==> src/rtl/rrc_pkg.sv <==
package rrc_pkg;
    localparam int NSRC     = 4;
    localparam int FW       = 2;
    localparam int CTRL_W   = NSRC * FW;
    localparam int CAUSE_W  = NSRC + 1;
    localparam int DATA_W   = 32;
    localparam int SRC_PIN  = 0;
    localparam int SRC_BO   = 1;
    localparam int SRC_WD0  = 2;
    localparam int SRC_WD1  = 3;

    typedef enum logic [FW-1:0] {
        ACT_DFLT_A = 2'b00,
        ACT_DFLT_B = 2'b01,
        ACT_SYS    = 2'b10,
        ACT_SPOR   = 2'b11
    } act_e;

    localparam logic [CTRL_W-1:0]  CTRL_RST  = '1;
    localparam logic [CAUSE_W-1:0] CAUSE_POR = CAUSE_W'(1);
endpackage

==> src/rtl/rrc_ctrl_reg.sv <==
module rrc_ctrl_reg
    import rrc_pkg::*;
(
    input  logic              clk,
    input  logic              por_n,
    input  logic              wr_en,
    input  logic [CTRL_W-1:0] wdata,
    output logic [CTRL_W-1:0] ctrl_q_o,
    output logic [CTRL_W-1:0] ctrl_eff_o
);
    typedef struct packed {
        logic [CTRL_W-1:0] ctrl;
    } st_t;

    st_t st_d, st_q;

    always_comb begin
        st_d = st_q;
        if (wr_en) begin
            st_d.ctrl = wdata;
        end
        ctrl_eff_o = st_d.ctrl;
    end

    always_ff @(posedge clk or negedge por_n) begin
        if (!por_n) begin
            st_q.ctrl <= CTRL_RST;
        end else begin
            st_q <= st_d;
        end
    end

    assign ctrl_q_o = st_q.ctrl;

    AST_CTRL_HELD: assert property (@(posedge clk) disable iff (!por_n)
        !wr_en |=> $stable(ctrl_q_o));
endmodule

==> src/rtl/rrc_route.sv <==
module rrc_route
    import rrc_pkg::*;
(
    input  logic [NSRC-1:0]   req,
    input  logic [CTRL_W-1:0] ctrl_eff,
    input  logic              bo_irq_mode,
    output logic [NSRC-1:0]   want_sys,
    output logic [NSRC-1:0]   want_spor,
    output logic              irq_req
);
    for (genvar i = 0; i < NSRC; i++) begin : g_src
        logic active;
        act_e act;
        if (i == SRC_BO) begin : g_bo
            assign active = req[i] && !bo_irq_mode;
        end else begin : g_plain
            assign active = req[i];
        end
        assign act          = act_e'(ctrl_eff[i*FW +: FW]);
        assign want_sys[i]  = active && (act == ACT_SYS);
        assign want_spor[i] = active && (act != ACT_SYS);
    end

    assign irq_req = req[SRC_BO] && bo_irq_mode;
endmodule

==> src/rtl/rrc_seq.sv <==
module rrc_seq
    import rrc_pkg::*;
(
    input  logic               clk,
    input  logic               por_n,
    input  logic [NSRC-1:0]    want_sys,
    input  logic [NSRC-1:0]    want_spor,
    input  logic               irq_req,
    input  logic               rst_done,
    output logic               sys_o,
    output logic               spor_o,
    output logic               irq_o,
    output logic [CAUSE_W-1:0] cause_o
);
    typedef struct packed {
        logic               busy;
        logic               sys;
        logic               spor;
        logic               irq;
        logic [CAUSE_W-1:0] cause;
    } st_t;

    st_t st_d, st_q;
    logic [NSRC-1:0] any_src;

    always_comb begin
        any_src   = want_sys | want_spor;
        st_d      = st_q;
        st_d.sys  = 1'b0;
        st_d.spor = 1'b0;
        st_d.irq  = irq_req;
        if (st_q.busy) begin
            if (rst_done) begin
                st_d.busy = 1'b0;
            end
        end else if (|any_src) begin
            st_d.busy  = 1'b1;
            st_d.cause = {any_src, 1'b0};
            if (|want_spor) begin
                st_d.spor = 1'b1;
            end else begin
                st_d.sys = 1'b1;
            end
        end
    end

    always_ff @(posedge clk or negedge por_n) begin
        if (!por_n) begin
            st_q.busy  <= 1'b0;
            st_q.sys   <= 1'b0;
            st_q.spor  <= 1'b0;
            st_q.irq   <= 1'b0;
            st_q.cause <= CAUSE_POR;
        end else begin
            st_q <= st_d;
        end
    end

    assign sys_o   = st_q.sys;
    assign spor_o  = st_q.spor;
    assign irq_o   = st_q.irq;
    assign cause_o = st_q.cause;

    AST_PULSE_EXCL: assert property (@(posedge clk) disable iff (!por_n)
        !(sys_o && spor_o));
    AST_SPOR_WINS: assert property (@(posedge clk) disable iff (!por_n)
        (!st_q.busy && |want_spor) |=> spor_o);
    AST_SYS_ONE_CYCLE: assert property (@(posedge clk) disable iff (!por_n)
        sys_o |=> !sys_o);
    AST_SPOR_ONE_CYCLE: assert property (@(posedge clk) disable iff (!por_n)
        spor_o |=> !spor_o);
    AST_BUSY_BLOCKS: assert property (@(posedge clk) disable iff (!por_n)
        st_q.busy |=> !(sys_o || spor_o));
    AST_CAUSE_POR_CLR: assert property (@(posedge clk) disable iff (!por_n)
        (sys_o || spor_o) |-> !cause_o[0]);
endmodule

==> src/rtl/rst_route_ctrl.sv <==
module rst_route_ctrl
    import rrc_pkg::*;
(
    input  logic              clk,
    input  logic              por_n,
    input  logic              reg_sel,
    input  logic              reg_we,
    input  logic [7:0]        reg_wdata,
    output logic [31:0]       reg_rdata,
    input  logic [3:0]        src_req,
    input  logic              bo_irq_mode,
    input  logic              rst_done,
    output logic              sys_rst_pulse,
    output logic              sim_por_pulse,
    output logic              bo_irq_pulse
);
    localparam int RSVD_ONES = 16;
    localparam int RSVD_ZERO = DATA_W - CTRL_W - RSVD_ONES;

    logic [CTRL_W-1:0]  ctrl_q, ctrl_eff;
    logic [NSRC-1:0]    want_sys, want_spor;
    logic               irq_req;
    logic [CAUSE_W-1:0] cause;

    rrc_ctrl_reg u_ctrl (
        .clk        (clk),
        .por_n      (por_n),
        .wr_en      (reg_we && !reg_sel),
        .wdata      (reg_wdata),
        .ctrl_q_o   (ctrl_q),
        .ctrl_eff_o (ctrl_eff)
    );

    rrc_route u_route (
        .req         (src_req),
        .ctrl_eff    (ctrl_eff),
        .bo_irq_mode (bo_irq_mode),
        .want_sys    (want_sys),
        .want_spor   (want_spor),
        .irq_req     (irq_req)
    );

    rrc_seq u_seq (
        .clk       (clk),
        .por_n     (por_n),
        .want_sys  (want_sys),
        .want_spor (want_spor),
        .irq_req   (irq_req),
        .rst_done  (rst_done),
        .sys_o     (sys_rst_pulse),
        .spor_o    (sim_por_pulse),
        .irq_o     (bo_irq_pulse),
        .cause_o   (cause)
    );

    always_comb begin
        if (reg_sel) begin
            reg_rdata = {{(DATA_W-CAUSE_W){1'b0}}, cause};
        end else begin
            reg_rdata = {{RSVD_ZERO{1'b0}}, {RSVD_ONES{1'b1}}, ctrl_q};
        end
    end

    AST_BO_MASKED: assert property (@(posedge clk) disable iff (!por_n)
        (bo_irq_mode && src_req == 4'b0010) |=> !(sys_rst_pulse || sim_por_pulse));
endmodule

==> config.mk <==
export PLATFORM = sky130hd
export DESIGN_NAME = rst_route_ctrl
export DESIGN_NICKNAME = d
export VERILOG_FILES = /design/src/rtl/rrc_pkg.sv /design/src/rtl/rrc_ctrl_reg.sv /design/src/rtl/rrc_route.sv /design/src/rtl/rrc_seq.sv /design/src/rtl/rst_route_ctrl.sv
export SDC_FILE = /design/constraint.sdc
export NUM_CORES = 1
export LEC_CHECK = 0
export ABC_AREA = 1
export BUFFER_PORTS_ARGS = -buffer_cell sky130_fd_sc_hd__clkbuf_2
export CORE_MARGIN = 3
export CORE_UTILIZATION = 40
export DETAILED_ROUTE_END_ITERATION = 10
export HOLD_SLACK_MARGIN = 0.05
export PLACE_DENSITY = 0.78
export SLEW_MARGIN = 20
export SYNTH_ARGS = -nofsm -noshare
export SYNTH_HDL_FRONTEND = slang
export SYNTH_SLANG_ARGS = --single-unit
==> constraint.sdc <==
create_clock -name clk -period 1 [get_ports clk]
set_input_delay 0.1 -clock clk [delete_from_list [all_inputs] [get_ports clk]]
set_output_delay 0.1 -clock clk [all_outputs]
set_load 0.005 [all_outputs]
==> tab_implementation.tex <==
\begin{tabular}{lr}
\hline
Metric & Value \\
\hline
\multicolumn{2}{l}{\textbf{Routing}} \\
Average wire per standard cell & 10.8 um \\
Initial DRT Pass Iterations & 4 \\
Detailed-route via count & 904 \\
First-iteration detailed-routing DRC count & 16 \\
Number of nets with antenna violations after routing & 0 \\
Routed vias/inst & 4.39 \\
Aggregate routed wire length & 2220 um \\
Number of design rule violations left after detail routing & 0 \\
\multicolumn{2}{l}{\textbf{Place}} \\
Number of port buffers & 44 \\
Post-placement cell area & 1170 um2 \\
GP Congestion & 0.795 \\
HPWL Detailed & 1770 um \\
\multicolumn{2}{l}{\textbf{Setup path}} \\
CP arrival & 1140 ps \\
CP cell instances & inv\_2 -> buf\_6 -> nor2\_1 -> buf\_2 \\
Type of the setup path with the least slack & flip-flop to primary output \\
Maximum fanout count along the critical path & 2 \\
Delay-heaviest family, CP & flip-flops \\
Critical path buffers and inverters & 3 \\
Setup crit start kind & flip-flop \\
Standard cell with the maximum stage delay on the critical path & dfstp\_2 \\
Largest stage delay on the critical path & 540 ps \\
Crit. End Element & primary output \\
Data required time of the critical path & 900 ps \\
\multicolumn{2}{l}{\textbf{Timing}} \\
Final worst clock skew & 13.7 ps \\
Final setup violating endpoints & 10 \\
Fin crit share & 124\% \\
Maximum clock rate & 810 MHz \\
Setup repair after global routing missed its margin & yes \\
Post-layout worst setup margin & -235 ps \\
Final hold viol count & 1 \\
Hold slack & -0.710 ps \\
Shortest clock period the worst path allows after layout & 1240 ps \\
Final number of max-transition violations & 0 \\
\multicolumn{2}{l}{\textbf{Synth}} \\
Yosys warns & 0 \\
Distinct cells, synth & 16 \\
Total of flip-flops plus latches after synthesis & 17 \\
Post-synthesis area per instance & 7.49 um2 \\
Post-synth top flop & dfstp\_2 \\
Proportion of synthesized flip-flops having asynchronous set or reset & 100\% \\
Cell Area, Synth & 1010 um2 \\
Sequential area share after synthesis & 43.2\% \\
Number of flops mapped to enable cells by yosys & 0 \\
Cell count after synthesis & 135 \\
\multicolumn{2}{l}{\textbf{Global route}} \\
Number of global-route vias before repair & 885 \\
Overall track demand over capacity in global routing & 15.2\% \\
Maximum number of pins on one net before global-route repair & 19 \\
Remaining global-route overflow & 0 \\
Global-route wire length before repair & 3840 um \\
Antenna violations before repair & 0 \\
\multicolumn{2}{l}{\textbf{Pwr}} \\
Leakage power & 0.763 nW \\
Power density relative to cell area & 1590 nW/um2 \\
Total Power & 2.02 mW \\
Maximum resistive drop on vdd & 0.000992 V \\
\multicolumn{2}{l}{\textbf{Floorplan}} \\
Die area & 3170 um2 \\
Row count & 17 \\
Num ports & 53 \\
Starting density of the core & 44.0\% \\
Horizontal die dimension & 56.3 um \\
Height of the die & 56.3 um \\
Core footprint & 2300 um2 \\
\multicolumn{2}{l}{\textbf{CTS}} \\
TritonCTS buffer count & 3 \\
CTS H-tree lvls & 1 \\
CTS root buf & clkbuf\_4 \\
Clock tree from TritonCTS & done \\
Clk sinks & 17 \\
Count of hold buffers inserted by post-cts repair & 4 \\
Clock Latency Late Sink & 300 ps \\
Clock-pin slew reported for the worst setup and hold paths after clock tree synthesis & 110 ps \\
Number of buffers between clock root and the deepest sink & 2 \\
\multicolumn{2}{l}{\textbf{Job}} \\
Number of max-cap violations & 0 \\
\multicolumn{2}{l}{\textbf{Outcome}} \\
Outcome & finished with violations \\
Failing checks & negative hold slack, negative setup slack \\
\multicolumn{2}{l}{\textbf{Hold path}} \\
Hold Path Class & primary input to flip-flop \\
\multicolumn{2}{l}{\textbf{Finish}} \\
Diodes inserted & 0 \\
Final core area utilization & 55.3\% \\
Net count reported at finish & 197 \\
Layout cells sized above 1 & 49.4\% \\
Layout fillers & 238 \\
Final Instance Area & 1270 um2 \\
Layout-stage area growth over the synthesis result & 25.7\% \\
Storage element area & 437 um2 \\
Multi-input gate area in the final layout & 365 um2 \\
\hline
\end{tabular}
## final timing paths
path | startpoint | endpoint | slack (ps) | cells after the start
min | reg_wdata[1] | u_ctrl.ctrl_q_o[1] | -0.7 | 3
max | u_ctrl.ctrl_q_o[6] | reg_rdata[6] | -240 | 4
max in group asynchronous | por_n | u_ctrl.ctrl_q_o[7] | 410 | 2
max reg2reg | u_ctrl.ctrl_q_o[6] | u_seq.spor_o | -150 | 9
min reg2reg | u_seq.st_q[8] | u_seq.spor_o | 460 | 1
min in group asynchronous | por_n | u_seq.st_q[8] | 240 | 2
## where the power goes
group / switching [mW] / internal (mW)
clock network: 0.230 / 0.149
registers: 0.0893 / 0.880
logic: 0.382 / 0.285
total: 0.701 / 1.31
## cell usage after synthesis (2+ instances only)
cell type,instances,area [um2]
nand2_2,4,25.0
inv_2,2,7.51
buf_4,23,173
dfrtp_1,8,200
nor2_2,2,12.5
nand2_1,45,169
o21ai_0,6,30.0
nor2_1,7,26.3
dfstp_2,9,236
nand3_1,4,20.0
inv_1,20,75.1
## stage by stage
| stage | setup WS, ps | cells | TNS, ps | hold slack, ps |
|---|---|---|---|---|
| after global routing | -282 | 206 | -2300 | 16.6 |
| after CTS | -272 | 206 | -1900 | -2.24 |
| after global placement | -85.4 | 197 | -123 | 40.1 |
| after detailed placement | -119 | 197 | -225 | 56.3 |
| after floorplan | -11.2 | 142 | -11.2 | -196 |
| final | -235 | 206 | -1730 | -0.710 |
## layout make-up
| class | instances | area share [%] |
|---|---|---|
| clock inverter | 1 | 0.394 |
| timing repair buffer | 56 | 25.5 |
| clock buffer | 3 | 1.77 |
| multi-input combinational | 79 | 28.7 |
| sequential | 17 | 34.4 |
| inverter | 22 | 6.50 |
| tap | 28 | 2.76 |
## repair_timing
item | in CTS | in global routing
gates resized for setup | 13 | 11
setup endpoints to repair | 12 | 12
pin swaps | 3 | 2
setup buffers | 1 | 0
hold endpoints to repair | 18 | 2
## layer usage
metal | share of wire (%) | global-route usage [%] | up-vias
met5 | 0 | 0 | -
met4 | 1.9 | 5.76 | 0
met3 | 9.6 | 2.99 | 7
met2 | 50 | 27.4 | 42
met1 | 39 | 17.6 | 402
li1 | - | - | 453
## state kept, by name, summed over array words and instances (netlist names)
signal,count
u_seq.sys_o,1
u_seq.cause_o,5
u_seq.spor_o,1
u_seq.irq_o,1
u_seq.st_q,1
u_ctrl.ctrl_q_o,8
## cell usage in the layout, fill, tap and decap left out, drive strengths merged
master / netlist / routed
dfrtp: 8 / 8
nand2: 50 / 50
nor3: 1 / 1
inv: 22 / 22
o21ai: 6 / 6
nand3b: 1 / 1
clkbuf: 1 / 40
dlygate4sd3: 0 / 4
conb: 1 / 8
nor2: 9 / 9
clkinv: 0 / 1
nand3: 4 / 4
dfstp: 9 / 9
buf: 23 / 15
## tightest hold or removal path, stage by stage
cell and delay (ps):
clkbuf_2 80, nand2_1 70, nand2_2 60
## logic make-up after synthesis
| logic type | Yosys count | synth area share [%] |
|---|---|---|
| buffers and inverters | 46 | 25.6 |
| and+or+nand+nor | 65 | 27.8 |
| AOI/OAI and AO/OA | 6 | 2.97 |
| other | 1 | 0.371 |
| DFF | 17 | 43.2 |
No activity file was read; power rests on OpenSTA's default activity.
